<file path="src/rtl/serial_rx_pkg.sv">
package serial_rx_pkg;
  localparam int MAX_BITS = 8;
  localparam int IDX_W    = $clog2(MAX_BITS);

  typedef enum logic [2:0] {
    ST_IDLE, ST_START, ST_DATA, ST_PAR, ST_STOP1, ST_STOP2
  } rx_state_e;

  localparam logic [1:0] PAR_ODD      = 2'b01;
  localparam logic [1:0] PAR_EVEN     = 2'b10;
  localparam logic [1:0] STOP_ONEHALF = 2'b01;
  localparam logic [1:0] STOP_TWO     = 2'b10;
endpackage

</file>
<file path="src/rtl/rx_glitch_filter.sv">
module rx_glitch_filter #(
  parameter int STAGES = 3
) (
  input  logic clk_i,
  input  logic rst_ni,
  input  logic d_i,
  output logic q_o
);
  logic [STAGES-1:0] sh_q;
  logic              q_q;

  // output moves only when every stage agrees
  always_ff @(posedge clk_i or negedge rst_ni) begin
    if (!rst_ni) begin
      sh_q <= '1;
      q_q  <= 1'b1;
    end else begin
      sh_q <= {sh_q[STAGES-2:0], d_i};
      if (&sh_q)       q_q <= 1'b1;
      else if (~|sh_q) q_q <= 1'b0;
    end
  end

  assign q_o = q_q;

  p_filter_agree_r1: assert property (@(posedge clk_i) disable iff (!rst_ni)
    (q_q != $past(q_q)) |-> ($past(&sh_q) || $past(~|sh_q)));
endmodule

</file>
<file path="src/rtl/rx_half_timer.sv">
module rx_half_timer #(
  parameter int DIV_W = 16
) (
  input  logic             clk_i,
  input  logic             rst_ni,
  input  logic             restart_i,
  input  logic [DIV_W-1:0] half_div_i,
  output logic             tick_o
);
  logic [DIV_W-1:0] cnt_q;

  always_ff @(posedge clk_i or negedge rst_ni) begin
    if (!rst_ni)              cnt_q <= '0;
    else if (restart_i)       cnt_q <= half_div_i;
    else if (cnt_q == '0)     cnt_q <= half_div_i;
    else                      cnt_q <= cnt_q - 1'b1;
  end

  assign tick_o = (cnt_q == '0) && !restart_i;
endmodule

</file>
<file path="src/rtl/rx_frame_fsm.sv">
module rx_frame_fsm
  import serial_rx_pkg::*;
#(
  parameter int DIV_W = 16
) (
  input  logic                clk_i,
  input  logic                rst_ni,
  input  logic                soft_rst_i,
  input  logic [DIV_W-1:0]    half_div_i,
  input  logic [1:0]          len_i,
  input  logic [1:0]          par_i,
  input  logic [1:0]          stop_i,
  input  logic                lock_i,
  input  logic                line_i,
  output logic                start_det_o,
  output logic                start_err_o,
  output logic                done_o,
  output logic [MAX_BITS-1:0] data_o,
  output logic                par_err_o,
  output logic                frm_err_o
);
  rx_state_e            state_q;
  logic                 phase_q, line_q, done_q, serr_q, perr_q, ferr_q;
  logic [IDX_W-1:0]     bit_idx_q;
  logic [MAX_BITS-1:0]  data_q;
  logic                 half_tick, start_go, par_en;
  logic [IDX_W-1:0]     last_idx;

  assign start_go = (state_q == ST_IDLE) && line_q && !line_i && !lock_i && !soft_rst_i;
  assign par_en   = (par_i == PAR_ODD) || (par_i == PAR_EVEN);
  assign last_idx = IDX_W'(MAX_BITS - 4) + IDX_W'(len_i);

  rx_half_timer #(.DIV_W(DIV_W)) u_timer (
    .clk_i      (clk_i),
    .rst_ni     (rst_ni),
    .restart_i  (start_go || soft_rst_i),
    .half_div_i (half_div_i),
    .tick_o     (half_tick)
  );

  // phase=1 marks the half tick that lands on a bit centre
  always_ff @(posedge clk_i or negedge rst_ni) begin
    if (!rst_ni) begin
      state_q   <= ST_IDLE;
      phase_q   <= 1'b0;
      line_q    <= 1'b1;
      bit_idx_q <= '0;
      data_q    <= '0;
      perr_q    <= 1'b0;
      ferr_q    <= 1'b0;
      done_q    <= 1'b0;
      serr_q    <= 1'b0;
    end else begin
      line_q <= line_i;
      done_q <= 1'b0;
      serr_q <= 1'b0;
      if (soft_rst_i) begin
        state_q <= ST_IDLE;
        phase_q <= 1'b0;
      end else if (start_go) begin
        state_q   <= ST_START;
        phase_q   <= 1'b1;
        data_q    <= '0;
        perr_q    <= 1'b0;
        ferr_q    <= 1'b0;
        bit_idx_q <= '0;
      end else if (state_q != ST_IDLE && half_tick) begin
        phase_q <= ~phase_q;
        if (phase_q) begin
          unique case (state_q)
            ST_START: begin
              if (line_i) begin
                serr_q  <= 1'b1;
                state_q <= ST_IDLE;
              end else begin
                state_q <= ST_DATA;
              end
            end
            ST_DATA: begin
              data_q[bit_idx_q] <= line_i;
              bit_idx_q         <= bit_idx_q + 1'b1;
              if (bit_idx_q == last_idx) state_q <= par_en ? ST_PAR : ST_STOP1;
            end
            ST_PAR: begin
              perr_q  <= ((^data_q) ^ line_i) != (par_i == PAR_ODD);
              state_q <= ST_STOP1;
            end
            ST_STOP1: begin
              ferr_q <= ~line_i;
              if (stop_i == STOP_TWO) begin
                state_q <= ST_STOP2;
              end else if (stop_i == STOP_ONEHALF) begin
                state_q <= ST_STOP2;
                phase_q <= 1'b1;  // only one more half-bit
              end else begin
                done_q  <= 1'b1;
                state_q <= ST_IDLE;
              end
            end
            ST_STOP2: begin
              if (stop_i == STOP_TWO) ferr_q <= ferr_q | ~line_i;
              done_q  <= 1'b1;
              state_q <= ST_IDLE;
            end
            default: state_q <= ST_IDLE;
          endcase
        end
      end
    end
  end

  assign start_det_o = start_go;
  assign start_err_o = serr_q;
  assign done_o      = done_q;
  assign data_o      = data_q;
  assign par_err_o   = perr_q;
  assign frm_err_o   = ferr_q;

  p_soft_idle_r12: assert property (@(posedge clk_i) disable iff (!rst_ni)
    soft_rst_i |=> (state_q == ST_IDLE));
  p_lock_idle_r11: assert property (@(posedge clk_i) disable iff (!rst_ni)
    (state_q == ST_IDLE && lock_i) |=> (state_q == ST_IDLE));
  p_done_after_stop_r7: assert property (@(posedge clk_i) disable iff (!rst_ni)
    done_q |-> $past(state_q == ST_STOP1 || state_q == ST_STOP2));
  p_start_err_from_start_r5: assert property (@(posedge clk_i) disable iff (!rst_ni)
    serr_q |-> $past(state_q == ST_START));
endmodule

</file>
<file path="src/rtl/serial_rx_unit.sv">
module serial_rx_unit
  import serial_rx_pkg::*;
#(
  parameter int DIV_W   = 16,
  parameter int FILT_ST = 3
) (
  input  logic                clk_i,
  input  logic                rst_ni,
  input  logic                soft_rst_i,
  input  logic [DIV_W-1:0]    half_div_i,
  input  logic [1:0]          len_i,
  input  logic [1:0]          par_i,
  input  logic [1:0]          stop_i,
  input  logic                local_hs_i,
  input  logic                hold_unread_i,
  input  logic                rd_clr_i,
  input  logic                rts_sw_i,
  input  logic                dtr_sw_i,
  input  logic                rxd_i,
  output logic [MAX_BITS-1:0] data_o,
  output logic                rcvd_o,
  output logic                start_err_o,
  output logic                parity_err_o,
  output logic                frame_err_o,
  output logic                overrun_err_o,
  output logic                rts_no,
  output logic                dtr_no
);
  logic                line_f, start_det, c_serr, c_done, c_perr, c_ferr;
  logic [MAX_BITS-1:0] c_data, data_q;
  logic                rcvd_q, serr_q, perr_q, ferr_q, ovr_q, busy_q;

  rx_glitch_filter #(.STAGES(FILT_ST)) u_filt (
    .clk_i  (clk_i),
    .rst_ni (rst_ni),
    .d_i    (rxd_i),
    .q_o    (line_f)
  );

  rx_frame_fsm #(.DIV_W(DIV_W)) u_fsm (
    .clk_i       (clk_i),
    .rst_ni      (rst_ni),
    .soft_rst_i  (soft_rst_i),
    .half_div_i  (half_div_i),
    .len_i       (len_i),
    .par_i       (par_i),
    .stop_i      (stop_i),
    .lock_i      (hold_unread_i && rcvd_q),
    .line_i      (line_f),
    .start_det_o (start_det),
    .start_err_o (c_serr),
    .done_o      (c_done),
    .data_o      (c_data),
    .par_err_o   (c_perr),
    .frm_err_o   (c_ferr)
  );

  // clear first, then let a same-cycle event set again
  always_ff @(posedge clk_i or negedge rst_ni) begin
    if (!rst_ni) begin
      data_q <= '0;
      rcvd_q <= 1'b0;
      serr_q <= 1'b0;
      perr_q <= 1'b0;
      ferr_q <= 1'b0;
      ovr_q  <= 1'b0;
      busy_q <= 1'b0;
    end else begin
      if (rd_clr_i) begin
        rcvd_q <= 1'b0;
        serr_q <= 1'b0;
        perr_q <= 1'b0;
        ferr_q <= 1'b0;
        ovr_q  <= 1'b0;
        busy_q <= 1'b0;
      end
      if (c_serr) serr_q <= 1'b1;
      if (c_done) begin
        data_q <= c_data;
        rcvd_q <= 1'b1;
        perr_q <= (perr_q && !rd_clr_i) || c_perr;
        ferr_q <= (ferr_q && !rd_clr_i) || c_ferr;
        ovr_q  <= (ovr_q && !rd_clr_i) || (rcvd_q && !rd_clr_i);
      end
      if (start_det && rcvd_q && !rd_clr_i) busy_q <= 1'b1;
    end
  end

  assign data_o        = data_q;
  assign rcvd_o        = rcvd_q;
  assign start_err_o   = serr_q;
  assign parity_err_o  = perr_q;
  assign frame_err_o   = ferr_q;
  assign overrun_err_o = ovr_q;
  assign rts_no        = local_hs_i ? busy_q : rts_sw_i;
  assign dtr_no        = local_hs_i ? busy_q : dtr_sw_i;

  p_ovr_needs_unread_r8: assert property (@(posedge clk_i) disable iff (!rst_ni)
    $rose(overrun_err_o) |-> $past(rcvd_o));
  p_clear_flags_r7: assert property (@(posedge clk_i) disable iff (!rst_ni)
    (rd_clr_i && !c_done && !c_serr) |=> !(rcvd_o || start_err_o || parity_err_o
                                            || frame_err_o || overrun_err_o));
  p_busy_needs_unread_r9: assert property (@(posedge clk_i) disable iff (!rst_ni)
    $rose(busy_q) |-> $past(rcvd_o));
  p_hold_keeps_data_r11: assert property (@(posedge clk_i) disable iff (!rst_ni)
    (hold_unread_i && rcvd_o && $past(hold_unread_i && rcvd_o)) |-> $stable(data_o));
endmodule

</file>
<file path="config.mk">
export PLATFORM = sky130hd
export DESIGN_NAME = serial_rx_unit
export DESIGN_NICKNAME = d
export VERILOG_FILES = /design/src/rtl/serial_rx_pkg.sv /design/src/rtl/rx_glitch_filter.sv /design/src/rtl/rx_half_timer.sv /design/src/rtl/rx_frame_fsm.sv /design/src/rtl/serial_rx_unit.sv
export SDC_FILE = /design/constraint.sdc
export NUM_CORES = 1
export LEC_CHECK = 0
export ABC_AREA = 1
export BUFFER_PORTS_ARGS = -buffer_cell sky130_fd_sc_hd__buf_2
export CORE_UTILIZATION = 35
export DETAILED_ROUTE_END_ITERATION = 10
export PLACE_DENSITY_LB_ADDON = 0.15
export REMOVE_ABC_BUFFERS = 1
export SYNTH_ARGS = -nofsm -noshare
export SYNTH_HDL_FRONTEND = slang
export SYNTH_SLANG_ARGS = --single-unit
</file>
<file path="constraint.sdc">
create_clock -name clk_i -period 2 [get_ports clk_i]
set_input_delay 0.1 -clock clk_i [delete_from_list [all_inputs] [get_ports clk_i]]
set_output_delay 0.1 -clock clk_i [all_outputs]
set_load 0.05 [all_outputs]
</file>
==> metrics.cfg <==
[run_status]
status = completed

[placement]
gp_congestion = 0.818
port_buffers = 45
hpwl_mm = 5.03

[logic_synthesis]
synth-seq-area-share_pct = 43.8
synth_edf_count = 0
syn-instance-count = 394
yosysWarnings = 0
synth-seq-cells = 54
ys_types = 36
syn_area_mm2 = 0.00310
synthFlopType = dfrtp_1
synth_area_per_cell_um2 = 7.87
ys_async_sr_fraction_pct = 100

[grt]
antenna_found_initial = 0
grt_pass1_vias = 2378
grt.total_usage_pct = 15.9
grt_max_degree = 22
gr-total-overflow = 0
grt_pass1_wl_mm = 11.3

[route]
drtIter0Drc = 89
drtPass1Iterations = 6
via_per_inst = 4.64
dr_total_vias = 2594
wire_per_inst_um = 11.8
ant_nets = 0
drt_wl_total_mm = 6.58
drc = 0

[clock_network]
clkTransAtPathRegs_ns = 0.10
clock_latency_ns = 0.32
clockBufferDepth = 2
cts_setup_buffers = 0
h-tree-depth = 2
cts_tree = built
cts_sinks = 54
cts_made_buffers = 5
root_buffer = clkbuf_8

[setup_path]
critPathLaunch = u_fsm.u_timer.cnt_q[0]
crit_type = register to register
cp.required_ns = 2.21
r2r_start = u_fsm.u_timer.cnt_q[0]
rrSetupSlack_ns = 0.23
r2r_end = u_fsm.bit_idx_q[2]
reg2reg_depth = 11
cp.arrival_ns = 1.98
worstSetupStartpointType = register
cp_max_fo = 10
cp-end-kind = register

[layout]
drive_gt1_share_pct = 21.1
fin_nets = 489
multi_input_area_mm2 = 0.00152
seqCellArea_mm2 = 0.00136
num_antenna_cells = 0
fill_cells = 902
area_growth_pct = 17.4
final_core_utilization_pct = 43.4

[timing]
hold_ws_ns = 0.0402
fin_skew_ns = 0.0119
setup_viol = 0
tns_ns = 0
clock.fmax_ghz = 0.565
min_period_ns = 1.77
tightest_slew_ns = 0.436
timing.final.hold_violations = 0
rsz0062_at_grt = false
maxSlewHeadroom_pct = 70.9
min_period_over_period_pct = 88.5
report.final.slew_viol_count = 0

[worst_hold_path]
hold_path.class = input pin to register
hp-start = half_div_i[12]
min_path_cells = 3
min_to = u_fsm.u_timer.cnt_q[12]

[pwr]
p_total_w = 0.00251
power_frac_comb_pct = 23.8
power.switching_w = 0.000851
power.ir.vdd_worst_uv = 347
clockPowerShare_pct = 25.3
pwr_density_cell_mw_per_mm2 = 691
p_seq_share_pct = 50.9
cellInternalPower_w = 0.00166
leakagePower_nw = 1.95
switching_share_pct = 33.9

[die]
die_y_um = 96.1
die_w_um = 96.1
core_mm2 = 0.00838
dieArea_mm2 = 0.00924
start_util_pct = 37.0
rows = 33
io_pins = 46

[job]
max_cap_violations = 0

## cell usage after synthesis (2+ instances only)
| cell type | instances | area, um2 |
|---|---|---|
| xnor2_1 | 7 | 61.3 |
| buf_6 | 3 | 33.8 |
| nor2_8 | 3 | 60.1 |
| inv_1 | 37 | 139 |
| a22o_1 | 2 | 17.5 |
| nor3_1 | 3 | 15.0 |
| nand3_2 | 2 | 20.0 |
| xor2_1 | 9 | 78.8 |
| o21ai_0 | 15 | 75.1 |
| nand4_1 | 8 | 50.1 |
| a21oi_1 | 6 | 30.0 |
| dfrtp_1 | 49 | 1230 |
| nor2_1 | 37 | 139 |
| nand2_1 | 121 | 454 |
| nand3_4 | 2 | 35.0 |
| dfstp_2 | 5 | 131 |
| clkbuf_1 | 2 | 7.51 |
| nor2_4 | 4 | 45.0 |
| nand3_1 | 32 | 160 |
| buf_2 | 4 | 20.0 |
| inv_2 | 6 | 22.5 |
| nor2_2 | 3 | 18.8 |
| ha_1 | 5 | 62.6 |
| o21ai_1 | 7 | 35.0 |
| a31oi_1 | 4 | 25.0 |
| nand2_2 | 8 | 50.1 |
## sequential cells by signal, indices dropped and copies added, names as in the netlist, 3 cells and up
register	cells
u_fsm.state_q	3
u_fsm.bit_idx_q	3
u_filt.sh_q	3
data_o	8
u_fsm.data_o	8
u_fsm.u_timer.cnt_q	16
## critical path, cell delays in order, from the launching register on
cell and delay [ns]:
dfrtp_1 0.40, inv_1 0.08, ha_1 0.22, nand2_2 0.12, nor2_8 0.16, nand4_2 0.15, nand2_2 0.22, nand2_2 0.10
inv_2 0.06, nand2_1 0.04, nand2_1 0.05, nand2_1 0.05
## how the worst max path moves through the flow
stage | to | slack, ns | depth (start not counted)
floorplan | u_fsm.bit_idx_q[2] | 0.25 | 10
global placement | u_fsm.frm_err_o | 0.32 | 9
detailed placement | u_fsm.bit_idx_q[2] | 0.24 | 11
CTS | u_fsm.bit_idx_q[2] | 0.22 | 11
global route | u_fsm.bit_idx_q[2] | 0.04 | 11
finish | u_fsm.bit_idx_q[2] | 0.23 | 11
## power groups by stage
stage / logic, W / clock network, W / registers, W
after floorplan: 0.000402 / 0 / 0.00129
after global placement: 0.000580 / 0 / 0.00130
after detailed placement: 0.000586 / 0 / 0.00130
after CTS: 0.000603 / 0.000672 / 0.00128
after global routing: 0.000690 / 0.000702 / 0.00130
final: 0.000598 / 0.000636 / 0.00128
## per-layer routing
layer / part of all wire (%) / GRT usage, % / up-vias / wire, um
met5: 0 / 0 / - / 0
met4: 1.3 / 4.85 / 0 / 87
met3: 3.5 / 2.69 / 6 / 228
met2: 42 / 23.6 / 44 / 2760
met1: 53 / 23.4 / 1174 / 3500
li1: - / - / 1370 / -
## cell type report
type                            count  area share [%]
Multi-Input combinational cell    287            41.6
Sequential cell                    54            37.3
Tap cell                          105            3.61
Clock buffer                        5            1.89
Clock inverter                      3           0.722
Timing Repair Buffer               62            10.4
Inverter                           43            4.44
## metrics by stage
stage	setup WS (ns)	instances	cell area [um2]
after floorplan	0.248	384	3030
after global routing	0.0391	559	3640
after detailed placement	0.241	541	3440
after CTS	0.220	559	3640
after global placement	0.319	541	3440
final	0.229	559	3640
## placed cells by master (no fill, tap or decap)
| cell type | Yosys | routed |
|---|---|---|
| buf_2 | 4 | 45 |
| xnor2_1 | 7 | 7 |
| nand3_2 | 2 | 2 |
| nor2_4 | 4 | 4 |
| nand3b_1 | 1 | 1 |
| clkinv_4 | 0 | 3 |
| dfstp_2 | 5 | 5 |
| or2_1 | 1 | 1 |
| nor2_1 | 37 | 37 |
| nand2_2 | 8 | 8 |
| xor2_1 | 9 | 9 |
| o211ai_1 | 1 | 1 |
| nor2_2 | 3 | 3 |
| nand4_2 | 1 | 1 |
| nand2_1 | 121 | 121 |
| dfrtp_1 | 49 | 49 |
| nand3_4 | 2 | 2 |
| a21oi_1 | 6 | 6 |
| a21oi_2 | 1 | 1 |
| buf_4 | 0 | 7 |
| nor4_1 | 1 | 1 |
| ha_1 | 5 | 5 |
| nor3_1 | 3 | 3 |
| a21o_1 | 1 | 1 |
| o21ai_0 | 15 | 15 |
| o21ai_1 | 7 | 7 |
| o22ai_1 | 1 | 1 |
| nand3_1 | 32 | 32 |
| dlygate4sd3_1 | 0 | 10 |
| inv_2 | 6 | 6 |
| a22o_1 | 2 | 2 |
| inv_1 | 37 | 37 |
| a31oi_1 | 4 | 4 |
| clkbuf_8 | 0 | 5 |
| nand4_1 | 8 | 8 |
| nand2_8 | 1 | 1 |
| nor2_8 | 3 | 3 |
## timing repair
item                                    CTS  global route
endpoints found under the hold margin    22             0
endpoints found under the setup margin    0             0
hold buffers                             10             0
resized for setup                         0             0
## cell families after synthesis
family                   synth area share, %
AND/OR/NAND/NOR                         35.5
flip-flops                              43.8
buffers and inverters                   7.34
AO/OA/AOI/OAI                           6.86
XOR/XNOR                                4.52
adder cells (fa/ha/maj)                 2.02
Power figures use the tool's default switching activity.
